===== src/rtl/kac_pkg.sv =====
package kac_pkg;
  typedef enum logic [1:0] {
    KS_IDLE  = 2'd0,
    KS_ARM   = 2'd1,
    KS_HELD  = 2'd2,
    KS_CLEAR = 2'd3
  } kac_state_e;
endpackage


===== src/rtl/kac_span_timer.sv =====
// Cycle timer: either a wrapping tick generator or a saturating span counter.
module kac_span_timer #(
  parameter int LIMIT    = 4,
  parameter bit SATURATE = 1'b0
) (
  input  logic clk,
  input  logic rst,
  input  logic clear,
  input  logic run,
  output logic done
);
  localparam int CW = $clog2(LIMIT + 1);

  logic [CW-1:0] cnt;

  generate
    if (SATURATE) begin : g_sat
      always_ff @(posedge clk) begin
        if (rst || clear)                   cnt <= '0;
        else if (run && cnt != CW'(LIMIT))  cnt <= cnt + 1'b1;
      end
      assign done = (cnt == CW'(LIMIT));
    end else begin : g_wrap
      always_ff @(posedge clk) begin
        if (rst || clear || (run && cnt == CW'(LIMIT - 1))) cnt <= '0;
        else if (run)                                       cnt <= cnt + 1'b1;
      end
      assign done = run && (cnt == CW'(LIMIT - 1));
    end
  endgenerate
endmodule


===== src/rtl/kac_fsm.sv =====
// Press confirmation, lockout and release tracking.
module kac_fsm
  import kac_pkg::*;
#(
  parameter int CODE_W   = 4,
  parameter int CONFIRMS = 2
) (
  input  logic              clk,
  input  logic              rst,
  input  logic              raw_hit,
  input  logic [CODE_W-1:0] raw_code,
  input  logic              frame_done,
  input  logic              frame_any,
  input  logic              chk_tick,
  input  logic              clr_done,
  output kac_state_e        st,
  output logic [CODE_W-1:0] cand,
  output logic              accept
);
  localparam int NW = $clog2(CONFIRMS + 1);

  kac_state_e  st_nx;
  logic [NW-1:0] conf;
  logic        match, last;

  assign match = (raw_code == cand);
  assign last  = (conf == NW'(CONFIRMS - 1));

  always_comb begin
    st_nx  = st;
    accept = 1'b0;
    case (st)
      KS_IDLE: if (raw_hit) st_nx = KS_ARM;
      KS_ARM: begin
        if (!raw_hit) st_nx = KS_IDLE;
        else if (chk_tick) begin
          if (!match) st_nx = KS_IDLE;
          else if (last) begin
            st_nx  = KS_HELD;
            accept = 1'b1;
          end
        end
      end
      KS_HELD: if (frame_done && !frame_any) st_nx = KS_CLEAR;
      KS_CLEAR: begin
        if (frame_done) begin
          if (frame_any)     st_nx = KS_HELD;
          else if (clr_done) st_nx = KS_IDLE;
        end
      end
      default: st_nx = KS_IDLE;
    endcase
  end

  always_ff @(posedge clk) begin
    if (rst) begin
      st   <= KS_IDLE;
      cand <= '0;
      conf <= '0;
    end else begin
      st <= st_nx;
      if (st == KS_IDLE) begin
        cand <= raw_code;
        conf <= '0;
      end else if (st == KS_ARM && raw_hit && chk_tick && match && !last) begin
        conf <= conf + 1'b1;
      end
    end
  end

  // a dropped detect during confirmation returns to waiting
  a_r5_drop_aborts: assert property (@(posedge clk) disable iff (rst)
    (st == KS_ARM && !raw_hit) |=> (st == KS_IDLE));

  // acceptance only with detect present and the captured code matching
  a_r2_accept_needs_match: assert property (@(posedge clk) disable iff (rst)
    ($past(st == KS_ARM) && st == KS_HELD) |-> $past(raw_hit && raw_code == cand));

  // return to waiting only on a clear frame after the full span
  a_r9_leave_on_clear_frame: assert property (@(posedge clk) disable iff (rst)
    ($past(st == KS_CLEAR) && st == KS_IDLE) |-> $past(frame_done && !frame_any && clr_done));
endmodule


===== src/rtl/keypad_accept_ctrl.sv =====
module keypad_accept_ctrl
  import kac_pkg::*;
#(
  parameter int CODE_W    = 4,
  parameter int CHECK_CYC = 25000,
  parameter int CONFIRMS  = 2,
  parameter int CLEAR_CYC = 500000
) (
  input  logic              clk,
  input  logic              rst,
  input  logic              raw_hit,
  input  logic [CODE_W-1:0] raw_code,
  input  logic              frame_done,
  input  logic              frame_any,
  output logic [CODE_W-1:0] key_value,
  output logic              key_pressed,
  output logic              scan_hold
);
  kac_state_e        st;
  logic [CODE_W-1:0] cand;
  logic              accept, chk_tick, clr_done;

  kac_span_timer #(.LIMIT(CHECK_CYC), .SATURATE(1'b0)) u_check (
    .clk(clk), .rst(rst), .clear(st != KS_ARM), .run(st == KS_ARM), .done(chk_tick)
  );

  kac_span_timer #(.LIMIT(CLEAR_CYC), .SATURATE(1'b1)) u_clear (
    .clk(clk), .rst(rst), .clear(st != KS_CLEAR), .run(st == KS_CLEAR), .done(clr_done)
  );

  kac_fsm #(.CODE_W(CODE_W), .CONFIRMS(CONFIRMS)) u_fsm (
    .clk(clk), .rst(rst), .raw_hit(raw_hit), .raw_code(raw_code),
    .frame_done(frame_done), .frame_any(frame_any),
    .chk_tick(chk_tick), .clr_done(clr_done),
    .st(st), .cand(cand), .accept(accept)
  );

  always_ff @(posedge clk) begin
    if (rst) begin
      key_value   <= '0;
      key_pressed <= 1'b0;
    end else begin
      if (accept) key_value <= cand;
      key_pressed <= (st == KS_HELD) || (st == KS_CLEAR);
    end
  end

  assign scan_hold = (st == KS_ARM);

  // reset clears both outputs and the hold request
  a_r1_reset_clears: assert property (@(posedge clk)
    rst |=> (key_value == '0 && !key_pressed && !scan_hold));

  // the code is already settled when the flag rises
  a_r3_value_before_flag: assert property (@(posedge clk) disable iff (rst)
    $rose(key_pressed) |-> $stable(key_value));

  // the code moves only out of a confirmation with detect present
  a_r4_value_moves_on_accept: assert property (@(posedge clk) disable iff (rst)
    !$stable(key_value) |-> $past(st == KS_ARM && raw_hit));

  // lockout keeps the code while the flag stays high
  a_r8_lockout_value: assert property (@(posedge clk) disable iff (rst)
    (key_pressed && $past(key_pressed)) |-> $stable(key_value));

  // the flag falls only after a frame that reported an empty matrix
  a_r9_fall_after_clear: assert property (@(posedge clk) disable iff (rst)
    $fell(key_pressed) |-> $past(frame_done && !frame_any, 2));
endmodule


===== config.mk =====
export PLATFORM = sky130hd
export DESIGN_NAME = keypad_accept_ctrl
export DESIGN_NICKNAME = d
export VERILOG_FILES = /design/src/rtl/kac_pkg.sv /design/src/rtl/kac_span_timer.sv /design/src/rtl/kac_fsm.sv /design/src/rtl/keypad_accept_ctrl.sv
export SDC_FILE = /design/constraint.sdc
export NUM_CORES = 1
export LEC_CHECK = 0
export CORE_MARGIN = 2
export CORE_UTILIZATION = 30
export DETAILED_ROUTE_END_ITERATION = 10
export GPL_ROUTABILITY_DRIVEN = 0
export GPL_TIMING_DRIVEN = 0
export PLACE_DENSITY = 0.44
export SLEW_MARGIN = 20
export SYNTH_ARGS = -nofsm -noshare
export SYNTH_HDL_FRONTEND = slang
export SYNTH_SLANG_ARGS = --single-unit

===== constraint.sdc =====
create_clock -name clk -period 3.4 [get_ports clk]
set_clock_uncertainty 0.05 [all_clocks]
set_input_delay 1.02 -clock clk [delete_from_list [all_inputs] [get_ports clk]]
set_output_delay 1.02 -clock clk [all_outputs]
set_load 0.02 [all_outputs]

---- After elaboration in Yosys (flattened, before gate mapping) ----
Index checks and enable logic that the tools add are counted.
word-level totals
  flip-flop bits (word level) ............. 47
  bits of input ports ..................... 9
  output and inout port bits .............. 6
  logic and storage cells ................. 57
operators by class
  muxes and demuxes ....................... 15
  equal/unequal tests ..................... 16
  reduce and logical (&&, ||, !) cells .... 16
  add/sub/neg operators ................... 3
operator list
  cell                                                              count
  19-bit by 1-bit adder with 19-bit output (second input constant)  1
  19-bit == test (second input constant)                            1
  19-bit != test (second input constant)                            1
  2-bit two-way mux                                                 9
  15-bit by 1-bit adder with 15-bit output (second input constant)  1
  15-bit == test (second input constant)                            1
  2-bit case mux with 4 select lines                                1
  1-bit logical AND                                                 7
  2-bit != test (second input constant)                             3
  6-bit AND reduction                                               1
  1-bit two-way mux                                                 5
  2-bit by 1-bit == test with 1-bit output (second input constant)  2
  2-bit == test (second input constant)                             2
  4-bit == test                                                     1
  1-bit logical OR                                                  4
  2-bit by 1-bit != test with 1-bit output (second input constant)  2
  4-bit != test (second input constant)                             1
  3-bit by 2-bit != test with 1-bit output (second input constant)  1
  3-bit != test (second input constant)                             1
  2-bit by 1-bit adder with 2-bit output (second input constant)    1
  1-bit logical NOT                                                 2
  2-bit logical NOT                                                 1
  2-bit OR reduction                                                1

---- Logic depth before layout (Yosys ltp) ----
  word-level depth ........................ 6
  gate-level depth with buffers ........... 7
  gate-level depth less buffers ........... 7

---- By module ----
Synthesis repeated with hierarchy kept, for this count alone.
unflattened totals
  cell total of the unflattened synthesis .. 272
  area, all modules ....................... 2,439.8 µm²
by module, submodules not included
  module                    seq. area each (µm²)  area each (µm²)  times used  cells an instance
  kac_span_timer (u_clear)  380.4                 1,069.8          1           118
  kac_span_timer (u_check)  300.3                 703.2            1           80
  kac_fsm                   160.2                 474.2            1           55
  keypad_accept_ctrl        100.1                 192.7            1           19

---- Least setup slack after synthesis ----
No wires, ideal clock.
  path type ............................... input to register
  start ................................... in raw_code[1]
  end ..................................... reg key_value[0]
  setup time .............................. 0.129 ns
  cell stages on the path ................. 6
  data required time ...................... 3.221 ns
  setup slack ............................. 1.241 ns
  path buffers ............................ 1
  arrival ................................. 1.980 ns
  cell sequence ........................... xor2_1 nor3_1 and4_1 buf_4 mux2i_1 nor2_1
between the ends
  cells in the longest elaborated chain, start to end .. 5
ends and longest elaborated chain
  item                    line                      RTL
  start: declaration      keypad_accept_ctrl.sv:12  input logic [CODE_W-1:0] raw_code,
  4-bit == test           kac_fsm.sv:26             assign match = (raw_code == cand);
  1-bit two-way mux       kac_fsm.sv:37             if (!match) st_nx = KS_IDLE;
  1-bit two-way mux       kac_fsm.sv:36             else if (chk_tick) begin
  1-bit two-way mux       kac_fsm.sv:35             if (!raw_hit) st_nx = KS_IDLE;
  1-bit two-way mux       kac_fsm.sv:32             case (st)
  end signal: assignment  keypad_accept_ctrl.sv:43  if (accept) key_value <= cand;
  end: declaration        keypad_accept_ctrl.sv:15  output logic [CODE_W-1:0] key_value,
No other way between the ends.
A chain may end at the register's enable or synchronous reset.

---- Worst setup path in the final report ----
  start ................................... reg u_fsm.st[1]
  end ..................................... out scan_hold
between the ends
  cells in the longest elaborated chain, start to end .. 1
ends and longest elaborated chain
  item                                      line                      RTL
  start: declaration                        kac_fsm.sv:16             output kac_state_e st,
  start signal: assignment                  kac_fsm.sv:61             st <= st_nx;
  2-bit by 1-bit == test with 1-bit output  keypad_accept_ctrl.sv:48  assign scan_hold = (st == KS_ARM);
  end: declaration                          keypad_accept_ctrl.sv:17  output logic scan_hold
No other way between the ends.

==> out/results.tsv <==
stage	metric	value	unit
run_status	outcome	completed	
layout	Antenna Cells	0	
grt	initial antenna violation count	0	
layout	Final Instance Area	2500	µm²
synth	Compound-Gate Fraction of Synth Area	0.0458	
synth	XOR/XNOR Fraction of Synth Area	0.142	
clock_network	post-cts resize count	0	
sta	Tcrit/Tclk final	0.842	
placed_design	dpl hpwl	2930	µm
clock_network	worst-case clock buffer depth	2	
setup_path	Reg2Reg Capture Point	u_clear.cnt[17]	
synth	Mapped Area	2160	µm²
setup_path	R2R Path Start	u_fsm.st[0]	
power_and_ir_drop	Sw Ratio	0.234	
routing	Vias	1639	
power_and_ir_drop	Pwr Density	375	nW/µm²
power_and_ir_drop	Seq pwr share	0.598	
sta	Peak Freq	349	MHz
placed_design	Port-buffer cells	14	
routing	post-route ant nets	0	
grt	GRT overflow	0	
clock_network	CTS Sinks	47	
layout	layout cells sized above 1	0.0769	
min_path	hold depth	1	
layout	fill count	709	
min_path	Worst Hold Endpoint	u_check.cnt[0]	
placed_design	placed cell areas	2420	µm²
setup_path	Crit. End Element	output pin	
power_and_ir_drop	NetSw	0.219	mW
layout	commonest non-fill, non-tap cells in the layout	dfxtp_1, nor2_1, xor2_1, nand2_1, clkdlybuf4s50_1	
floorplanning	Die Span Y	88.8	µm
routing	DRT iter0 DRCs	64	
synth	asr flop ratio synth	0	
clock_network	clk root buf	clkbuf_8	
synth	main combinational cell family by area after synthesis	simple AND/OR/NAND/NOR gates	
setup_path	R2R depth	6	
routing	1st-pass router iterations	4	
synth	Synth Net Count	252	
placed_design	cell count after placement	349	
grt	vias in the first global route	1567	
synth	distinct cell type count after synthesis	39	
floorplanning	# IOs	15	
grt	GRT Total Usage	0.118	
run	max-capacitance violation count	0	
floorplanning	Site Rows	30	
power_and_ir_drop	Clock power frac	0.353	
synth	number of synthesized register bits	47	
clock_network	# hold bufs at CTS	0	
sta	Pins Over Slew Limit	0	
layout	area grow syn2layout	15.9	%
power_and_ir_drop	Cell Int Power	0.717	mW
routing	final wirelength	4180	µm
floorplanning	Initial Utilization	0.314	
layout	most common cell after layout, fill and taps aside	dfxtp_1	
routing	drt via density	4.60	
setup_path	critical path class	flip-flop to output pin	
grt	largest net degree at the start of global routing	15	
setup_path	Worst Path Arrival	1.79	ns
power_and_ir_drop	Design Power	0.936	mW
synth	Cells after Synth	239	
power_and_ir_drop	Max VDD drop	185	µV
sta	Hold Vio Cnt, Final	0	
synth	mux share of post-synthesis cell area	0.0302	
layout	nets	273	
setup_path	CP Max Fanout	10	
routing	Residual DRC	0	
routing	Routed WL per cell	11.7	µm
synth	Synth Flop Type	dfxtp_1	
clock_network	CTS buffer count	5	
floorplanning	die area	7880	µm²
clock_network	Clk Latency, worst-skew pair	0.30	ns
power_and_ir_drop	Combinational Power Share	0.049	
sta	Finish-stage setup viols	0	
floorplanning	Core Box Area	6870	µm²
grt	first-pass GRT wire length	7210	µm
synth	syn_area_per_cell	9.03	µm²
synth	Ys Warns	0	
clock_network	clock-pin slew on the worst setup and hold paths	0.09	ns
sta	RSZ-0062 raised after global routing	no	
synth	EDFF count, synth	0	
synth	Post-Synth Simple-Gate Area	0.293	
setup_path	Startpoint Class	flip-flop	
sta	worst-margin pin slew	0.672	ns
clock_network	CTS tree	done	
sta	Slew Limit Headroom	0.548	
synth	register area share after synthesis	0.436	
sta	minimum clock period	2.86	ns
setup_path	critical path data required time	2.33	ns
sta	Sum Neg Setup Slack	0	ns
clock_network	post-CTS setup buffer count	0	
floorplanning	Die Width	88.8	µm
clock_network	# H-tree levels	2	
layout	final core occ	0.364	
layout	Post-Layout Cell Count	356	
synth	adder-cell area share of the yosys netlist	0.0232	
power_and_ir_drop	leakage power	0.852	nW
min_path	Worst Hold Launch	u_check.cnt[0]	
setup_path	Worst R2R Setup Slack	1.16	ns
min_path	Hold WC Path Type	flip-flop to flip-flop	
[stage by stage]
| stage | worst slack [ns] | hold WS [ns] |
|---|---|---|
| CTS | 0.500 | 0.420 |
| detailed placement | 0.617 | 0.402 |
| global placement | 0.603 | 0.400 |
| global route | 0.410 | 0.475 |
| floorplan | 1.24 | 0.380 |
| finish | 0.538 | 0.413 |
[state kept, by name, indices dropped and copies added (netlist names)]
register	count
key_value	4
u_check.cnt	15
u_fsm.conf	2
u_fsm.cand	4
u_clear.cnt	19
u_fsm.st	2
key_pressed	1
[how the worst max path moves through the flow]
stage / startpoint / end / slack [ns] / cells after the start
finish: u_fsm.st[1] / scan_hold / 0.54 / 4
CTS: u_fsm.st[1] / scan_hold / 0.50 / 4
global route: u_fsm.st[1] / scan_hold / 0.41 / 4
global placement: raw_code[1] / key_value[0] / 0.60 / 7
floorplan: raw_code[1] / key_value[0] / 1.24 / 6
detailed placement: raw_code[1] / key_value[0] / 0.62 / 7
[final cells by class]
class / instances / area (µm²) / area share
buffer: 7 / 33.8 / 0.0135
clock buffer: 5 / 68.8 / 0.0275
clock inverter: 2 / 13.8 / 0.00551
inverter: 8 / 30.0 / 0.0120
multi-input combinational: 177 / 1150 / 0.461
sequential: 47 / 941 / 0.376
tap: 96 / 120 / 0.0480
timing repair buffer: 14 / 140 / 0.0561
[critical path: stages (launching register included)]
cell and delay [ns]:
dfxtp_1 0.33, clkbuf_1 0.34, nand2b_1 0.22, inv_1 0.06
clkdlybuf4s50_1 0.53
[logic make-up (layout without fill, tap and decap cells)]
family	count (synthesis)	count (layout)
AO/OA/AOI/OAI	16	16
AND/OR/NAND/NOR	116	116
multiplexers	6	6
XOR/XNOR	35	35
adder cells (fa/ha/maj)	4	4
buffers and inverters	15	36
flip-flops	47	47
[metal layers]
| metal | track usage | share of wire |
|---|---|---|
| met1 | 0.166 | 0.54 |
| met2 | 0.172 | 0.41 |
| met3 | 0.0289 | 0.041 |
| met4 | 0.0455 | 0.012 |
| met5 | 0 | 0 |
[synth_stat cells, types with 2 or more instances]
library cell / instances / share of area
and4_1: 5 / 0.020
inv_1: 8 / 0.014
clkbuf_1: 4 / 0.0070
nand4_1: 6 / 0.017
nand3b_1: 3 / 0.010
buf_4: 2 / 0.0070
nor4b_1: 2 / 0.0081
o21ai_0: 5 / 0.012
xor2_1: 28 / 0.11
xnor2_1: 7 / 0.028
nor3_1: 6 / 0.014
ha_1: 4 / 0.023
or2_2: 2 / 0.0058
nand2b_1: 3 / 0.0087
dfxtp_1: 47 / 0.44
nor2_1: 45 / 0.078
a21oi_1: 5 / 0.012
mux2i_1: 5 / 0.023
and3_1: 5 / 0.015
nand2_1: 19 / 0.033
nand3_1: 10 / 0.023
[power groups by stage]
stage	combinational, mW	clock, mW	sequential (mW)
after floorplan	0.0255	0	0.572
after global placement	0.0468	0	0.573
after detailed placement	0.0460	0	0.573
after CTS	0.0464	0.348	0.560
after global routing	0.0514	0.371	0.561
final	0.0456	0.331	0.560
Power figures use the tool's default switching activity.
